**config.mk**
```make
export PLATFORM = sky130hd
export DESIGN_NAME = baud_clock_divider
export DESIGN_NICKNAME = d
export VERILOG_FILES = /design/src/rtl/baud_pkg.sv /design/src/rtl/bd_half_stage.sv /design/src/rtl/bd_div_odd.sv /design/src/rtl/bd_src_switch.sv /design/src/rtl/bd_os_count.sv /design/src/rtl/baud_clock_divider.sv
export SDC_FILE = /design/constraint.sdc
export NUM_CORES = 1
export LEC_CHECK = 0
export BUFFER_PORTS_ARGS = -buffer_cell sky130_fd_sc_hd__buf_2
export CAP_MARGIN = 0
export CORE_MARGIN = 2
export CORE_UTILIZATION = 55
export DETAILED_ROUTE_END_ITERATION = 7
export PLACE_DENSITY_LB_ADDON = 0.3
export SYNTH_ARGS = -nofsm -noshare
export SYNTH_HDL_FRONTEND = slang
export SYNTH_SLANG_ARGS = --single-unit
```
**constraint.sdc**
```tcl
create_clock -name clk -period 2.28 [get_ports clk]
set_input_delay 0.456 -clock clk [delete_from_list [all_inputs] [get_ports clk]]
set_output_delay 0.456 -clock clk [all_outputs]
set_load 0.01 [all_outputs]
```
**src/rtl/baud_pkg.sv**
```systemverilog
package baud_pkg;

  // Source numbering: 0..6 follow the selector, 7 = base rate, 8 = half base rate
  localparam int unsigned NUM_SRC = 9;
  localparam int unsigned SEL_W   = 3;

  typedef logic [3:0] src_id_t;

  localparam src_id_t SRC_BASE = 4'd7;
  localparam src_id_t SRC_HALF = 4'd8;

  // Map selector position and strap onto a source number
  function automatic src_id_t req_src(input logic [SEL_W-1:0] pos, input logic strap);
    if (pos == 3'd7) return strap ? SRC_HALF : SRC_BASE;
    return src_id_t'(pos);
  endfunction

  // Period of a source, in base ticks
  function automatic int unsigned src_period(input src_id_t id,
                                             input int unsigned stages,
                                             input int unsigned tap,
                                             input int unsigned odd);
    int unsigned p;
    case (id)
      4'd0:    p = 32'd1 << stages;
      4'd1:    p = (32'd1 << tap) * odd;
      4'd7:    p = 32'd1;
      4'd8:    p = 32'd2;
      default: p = 32'd1 << (stages + 32'd1 - 32'(id));
    endcase
    return p;
  endfunction

endpackage

```
**src/rtl/bd_half_stage.sv**
```systemverilog
module bd_half_stage (
  input  logic clk,
  input  logic rst,
  input  logic en_in,
  output logic en_out
);
  logic q;

  always_ff @(posedge clk) begin
    if (rst)        q <= 1'b0;
    else if (en_in) q <= ~q;
  end

  // Passes every second input pulse on: the one that returns q to zero
  assign en_out = en_in & q;
endmodule

```
**src/rtl/bd_div_odd.sv**
```systemverilog
module bd_div_odd #(
  parameter int unsigned DIV = 11
) (
  input  logic clk,
  input  logic rst,
  input  logic en_in,
  output logic en_out
);
  localparam int unsigned W = (DIV > 1) ? $clog2(DIV) : 1;

  logic [W-1:0] cnt;
  logic         last;

  assign last = (cnt == W'(DIV - 1));

  always_ff @(posedge clk) begin
    if (rst)        cnt <= '0;
    else if (en_in) cnt <= last ? '0 : cnt + 1'b1;
  end

  assign en_out = en_in & last;
endmodule

```
**src/rtl/bd_src_switch.sv**
```systemverilog
module bd_src_switch
  import baud_pkg::*;
#(
  parameter int unsigned NSRC = NUM_SRC
) (
  input  logic            clk,
  input  logic            rst,
  input  logic [NSRC-1:0] src_pulse,
  input  src_id_t         req_id,
  output src_id_t         act_id,
  output logic            pass_en
);
  src_id_t act_q;
  logic    req_hit;
  logic    pending;

  assign req_hit = src_pulse[req_id];
  assign pending = (act_q != req_id);

  // Adoption happens on a pulse of the requested source; that pulse is swallowed
  always_ff @(posedge clk) begin
    if (rst)                     act_q <= req_id;
    else if (pending && req_hit) act_q <= req_id;
  end

  assign pass_en = req_hit & ~pending;
  assign act_id  = act_q;
endmodule

```
**src/rtl/bd_os_count.sv**
```systemverilog
module bd_os_count #(
  parameter int unsigned RATIO = 16
) (
  input  logic clk,
  input  logic rst,
  input  logic en,
  output logic os_q,
  output logic bit_q
);
  localparam int unsigned W = (RATIO > 1) ? $clog2(RATIO) : 1;

  logic [W-1:0] cnt;
  logic         wrap;

  assign wrap = (cnt == W'(RATIO - 1));

  always_ff @(posedge clk) begin
    if (rst) begin
      cnt   <= '0;
      os_q  <= 1'b0;
      bit_q <= 1'b0;
    end else begin
      os_q  <= en;
      bit_q <= en & wrap;
      if (en) cnt <= wrap ? '0 : cnt + 1'b1;
    end
  end
endmodule

```
**src/rtl/baud_clock_divider.sv**
```systemverilog
module baud_clock_divider
  import baud_pkg::*;
#(
  parameter int unsigned N_STAGES   = 7,
  parameter int unsigned ODD_TAP    = 3,
  parameter int unsigned ODD_DIV    = 11,
  parameter int unsigned OVERSAMPLE = 16
) (
  input  logic       clk,
  input  logic       rst,
  input  logic       base_tick,
  input  logic [2:0] rate_sel,
  input  logic       half_top,
  output logic       os_tick,
  output logic       bit_tick,
  output logic       ref_tick
);
  localparam int unsigned NSRC = NUM_SRC;

  logic [N_STAGES:0] stage_en;
  logic              odd_en;
  logic [NSRC-1:0]   src_pulse;
  src_id_t           req_id;
  src_id_t           act_id;
  logic              sel_pass;
  logic              ref_q;

  assign stage_en[0] = base_tick;

  // Binary divide chain
  for (genvar g = 1; g <= N_STAGES; g++) begin : g_stage
    bd_half_stage u_stage (
      .clk    (clk),
      .rst    (rst),
      .en_in  (stage_en[g-1]),
      .en_out (stage_en[g])
    );
  end

  // Odd branch for the 110 baud position
  bd_div_odd #(.DIV(ODD_DIV)) u_odd (
    .clk    (clk),
    .rst    (rst),
    .en_in  (stage_en[ODD_TAP]),
    .en_out (odd_en)
  );

  // Candidate sources in source-number order
  assign src_pulse[0] = stage_en[N_STAGES];
  assign src_pulse[1] = odd_en;
  for (genvar i = 2; i <= 6; i++) begin : g_tap
    assign src_pulse[i] = stage_en[N_STAGES + 1 - i];
  end
  assign src_pulse[7] = stage_en[0];
  assign src_pulse[8] = stage_en[1];

  assign req_id = req_src(rate_sel, half_top);

  bd_src_switch #(.NSRC(NSRC)) u_switch (
    .clk       (clk),
    .rst       (rst),
    .src_pulse (src_pulse),
    .req_id    (req_id),
    .act_id    (act_id),
    .pass_en   (sel_pass)
  );

  bd_os_count #(.RATIO(OVERSAMPLE)) u_os (
    .clk   (clk),
    .rst   (rst),
    .en    (sel_pass),
    .os_q  (os_tick),
    .bit_q (bit_tick)
  );

  always_ff @(posedge clk) begin
    if (rst) ref_q <= 1'b0;
    else     ref_q <= stage_en[N_STAGES];
  end

  assign ref_tick = ref_q;
endmodule

```
Word level (Yosys, flattened, before mapping)

Cells that the tools add are included.

$add $sub $neg: 2
Reductions and logical operators: 2
Shifts and indexed selects: 0
Div/mod/pow operators: 0
Bitwise logic cells: 18
Multiply operators: 0
Eq/ne operators: 4
Order comparisons: 1
Mux-type cells: 10

Operator list:

| operator                                                    | count |
|---|---|
| 2-to-1 mux 4 bit                                            | 7 |
| bitwise AND 1 bit                                           | 10 |
| adder 4 x 1 -> 4 bit (second input constant)                | 2 |
| equality test 4 bit (second input constant)                 | 2 |
| NOT 1 bit                                                   | 8 |
| less-than comparator 4 x 5 -> 1 bit (second input constant) | 1 |
| binary-select mux 1 bit (select 4 bit)                      | 1 |
| != test 4 bit                                               | 1 |
| equality test 3 bit (second input constant)                 | 1 |
| 2-to-1 mux 1 bit                                            | 2 |
| nonzero test 2 bit                                          | 1 |
| logical AND 1 bit                                           | 1 |

Register bits after elaboration: 22
Input port bits: 7
Memories: 0
ROM bits: 0
Memory bits (writable): 0
Bits in latches: 0

Logic depth before layout (Yosys ltp)

Word-level depth: 12
Mapped depth: 7
Gate-level depth less buffers: 6

Modules after synthesis

From an unflattened synthesis, not the netlist that was laid out.

Cells, all modules: 107
Area, all modules: 1083.5 um^2

Modules (own cells, without submodules):

| module             | cells each | area an instance (um^2) | seq. area each (um^2) | instances |
|---|---|---|---|---|
| bd_half_stage      | 4          | 40.0                    | 20.0                  | 7 |
| bd_src_switch      | 21         | 275.3                   | 120.1                 | 1 |
| bd_os_count        | 25         | 249.0                   | 120.1                 | 1 |
| bd_div_odd         | 23         | 209.0                   | 80.1                  | 1 |
| baud_clock_divider | 10         | 70.1                    | 20.0                  | 1 |

Least setup slack after synthesis

OpenSTA, ideal clock, no wires.

Path type: input to register
Start point: in rate_sel[2]
End point: reg u_os.cnt[3]
Cell stages on the path: 7
Path slack: 0.266 ns
Buffers on the path: 1
Arrival: 1.943 ns
Cell sequence: buf_6 > inv_2 > or4_1 > nand3_1 > o21ai_2 > or4b_1 > a21oi_1

Word-level cells in the longest chain between the ends: 6
Elaborated cells on any way between the ends: 8
Those cells by class: eq/ne (2); mux (4); bitwise (2)

Ends and longest elaborated chain:

| element                                                                        | line                                     | source |
|---|---|---|
| start: declaration                                                             | baud_clock_divider.sv:12                 | `input logic [2:0] rate_sel,` |
| equality test 3 bit                                                            | baud_pkg.sv:14                           | `if (pos == 3'd7) return strap ? SRC_HALF : SRC_BASE;` |
| 2-to-1 mux 1 bit                                                               | baud_pkg.sv:14                           |  |
| 2-to-1 mux 4 bit (*)                                                           | baud_pkg.sv:15                           | `return src_id_t'(pos);` |
| binary-select mux 1 bit (select 4 bit) / != test 4 bit (equally long branches) | bd_src_switch.sv:17, bd_src_switch.sv:18 |  |
| 2-to-1 mux 1 bit (implied by the code) / NOT 1 bit (equally long branches)     | bd_src_switch.sv:17, bd_src_switch.sv:26 |  |
| bitwise AND 1 bit (*)                                                          | bd_src_switch.sv:26                      | `assign pass_en = req_hit & ~pending;` |
| end signal: assignment                                                         | bd_os_count.sv:25                        | `if (en) cnt <= wrap ? '0 : cnt + 1'b1;` |
| end: declaration                                                               | bd_os_count.sv:12                        | `logic [W-1:0] cnt;` |

Mark *: on every way between the ends. The rest lies on a longest branch, timed or not. The select of a mux whose other input is x is not followed.
A chain may end at the register's enable or synchronous reset.

Final worst setup path

Start point: reg u_switch.act_q[0], in the netlist u_switch.act_id[0]
End point: reg u_os.cnt[0]

Word-level cells in the longest chain between the ends: 3

Ends and longest elaborated chain:

| element                  | line                | source |
|---|---|---|
| start: declaration       | bd_src_switch.sv:13 | `src_id_t act_q;` |
| start signal: assignment | bd_src_switch.sv:22 | `if (rst) act_q <= req_id;` |
| start signal: assignment | bd_src_switch.sv:23 | `else if (pending && req_hit) act_q <= req_id;` |
| != test 4 bit            | bd_src_switch.sv:18 | `assign pending = (act_q != req_id);` |
| NOT 1 bit                | bd_src_switch.sv:26 |  |
| bitwise AND 1 bit        | bd_src_switch.sv:26 |  |

Every way passes these cells.

==> out/metrics.cfg <==
[pwr]
power_frac_seq_pct = 56.5
power.switching_uw = 168
power_frac_comb_pct = 8.6
swShare_pct = 22.9
p_int_uw = 565
worst_ir_drop_vdd_v = 0.000404
power_density_mw_per_mm2 = 595
power_leakage_nw = 0.452
clock_power_share_pct = 34.8

[critical_path]
slowest_stage = or4b_1
startpoint = u_switch.act_id[0]
slowest_delay_ns = 0.52
r2r_start = u_switch.act_id[0]
worstSetupPathType = register to register
cp_cell_sequence = or2_2 > a221oi_1 > o21ai_2 > or4b_1 > a21oi_1
worstPathArrival_ns = 2.21
critPathMaxFanout = 8
worst_ep_required_time_ns = 2.53
worst_setup_path_start_kind = register
cp-end-kind = register

[synth]
synth.distinct_cells = 42
synth_fp_nets = 132
yosys.cell_count.top_type = dfxtp_1
yosys.area.top_type = dfxtp_1
netlist.area_leader.share_pct = 31.8
synth-seq-cells = 22
synth_area_mm2 = 0.00113
synth_common_cells = dfxtp_1, nor2_1, o21ai_0, a21oi_1, nand2_1
syn_inst = 124
synth_edf_count = 4
async_flop_share_pct = 0
yosys-top-cells-area = dfxtp_1, edfxtp_1, nor2_1
syn_area_per_cell_um2 = 9.14
yosys_warnings = 0
yosysSeqAreaShare_pct = 42.4
synth-main-ff-cell = dfxtp_1

[die]
core_area_mm2 = 0.00196
rows = 16
start_util_pct = 57.8
io_pins = 10
dieHeight_um = 49.4
fp.dieW_um = 49.4
die_area_mm2 = 0.00244

[drt]
ant_nets = 0
vias_per_cell = 5.73
route.vias.total = 917
drc = 0
first_pass_iters = 6
wl_mm = 1.99
wl_per_cell_um = 12.5
drt_first_iter_violations = 14

[placed_design]
io_buffers = 9
place_hpwl_mm = 1.41
placed_cells = 156
gp_congestion = 0.771
post-place-ws_ns = 0.0413

[outcome]
status = completed

[timing]
finClkSkew_ns = 0.00751
setup_viol = 0
finalSetupTns_ns = 0
maxSlewViolCount = 0
holdWs_ns = 0.453
post-route-period-util_pct = 86.1
max_freq_mhz = 509
min_period_ns = 1.96
max_slew_margin_pct = 75.1
rsz0062_at_grt = no
layout_setup_ws_ns = 0.316
hold_viol = 0
tightestPinTransition_ns = 0.373

[grt]
antenna_found_initial = 0
grtUsageTotal_pct = 17.5
grt_max_degree = 20
grt_pass1_vias = 788
grt_remaining_overflow = 0
grt_pass1_wl_mm = 3.38

[final_layout]
num-nets-final = 142
antenna-diode-count = 0
n_fill_cell = 193
drive_gt1_share_pct = 19.5
postLayoutCoreUtil_pct = 62.8
syn2layout_area_growth_pct = 8.72
finalNonFillerCells = 160

[clocking]
cts_tree = done
clk_latency_ns = 0.30
post_cts_resized = 0
cts.path.max_buffers = 2
postCtsHoldBufs = 0
cts_buffers = 3
clkSinkCount = 22
clk_pin_slew_ns = 0.13
root_buffer = clkbuf_4
post-cts-setup-buffer-count = 0
htree_levels = 1

[hold_path]
min_from = base_tick
holdCritPathClass = primary input to register

[job]
cap_violations = 0

-- path summary, 6_finish.rpt --
check	endpoint	slack, ns	cells past startpoint
max reg2reg	u_os.cnt[0]	0.32	5
max	u_os.cnt[0]	0.32	5
min	g_stage[1].u_stage.q	0.45	3
min reg2reg	u_os.cnt[3]	0.50	2
-- logic make-up after synthesis --
family	Yosys count	synth area share [%]
buffers and inverters	12	5.74
XOR/XNOR	8	6.18
AO/OA/AOI/OAI	30	19.3
flip-flops	22	42.4
adder cells (fa/ha/maj)	1	1.10
AND/OR/NAND/NOR	51	25.3
-- layer usage --
layer / vias to the layer above / GRT usage (%) / part of all wire (%)
met2: 13 / 29.3 / 50
met4: 0 / 5.56 / 1.6
met5: - / 0 / 0
li1: 468 / - / -
met1: 432 / 22.4 / 46
met3: 4 / 3.68 / 2.8
-- power groups by stage --
stage | clock network, mW | logic, mW | registers, mW
after floorplan | 0 | 0.0499 | 0.422
after global placement | 0 | 0.0613 | 0.423
after detailed placement | 0 | 0.0629 | 0.423
after CTS | 0.261 | 0.0636 | 0.414
after global routing | 0.272 | 0.0712 | 0.416
final | 0.255 | 0.0631 | 0.415
-- placed cells by master (no fill, tap or decap), drive strengths merged, types with 2 or more instances in the layout --
master and count:
or3 2, clkbuf 4, buf 11, a21oi 8, or4b 2, xor2 4
nand4 4, nor2b 2, edfxtp 4, inv 6, dfxtp 18, o211ai 3
nor3 2, or2 2, nor3b 2, nand2 7, nand3 6, xnor2 4
nor2 13, o21ai 10, and3 2, and2 3, a211o 2
-- per-stage QoR --
stage,power (mW),cell area (um2)
floorplan,0.472,1130
global placement,0.484,1180
detailed placement,0.486,1180
CTS,0.739,1230
global route,0.759,1230
finish,0.733,1230
-- state kept, by name, indices dropped and copies added (netlist names) --
name	cells
u_odd.cnt	4
u_switch.act_id	4
ref_tick	1
u_os.cnt	4
u_os.bit_q	1
u_os.os_q	1
g_stage.u_stage.q	7
-- critical path: cells and delay by family, from the launching register on --
| family | cells | cell delay (ns) |
|---|---|---|
| AOI/OAI and AO/OA | 3 | 0.68 |
| DFF | 1 | 0.43 |
| and+or+nand+nor | 2 | 0.81 |
-- final cells by class --
type | instances | area (um2) | area share (%)
Clock buffer | 4 | 47.5 | 3.86
Inverter | 6 | 22.5 | 1.83
Multi-Input combinational cell | 90 | 588 | 47.7
Sequential cell | 22 | 480 | 39.0
Tap cell | 27 | 33.8 | 2.74
Timing Repair Buffer | 11 | 60.1 | 4.87
(Power assumes the default switching activity.)
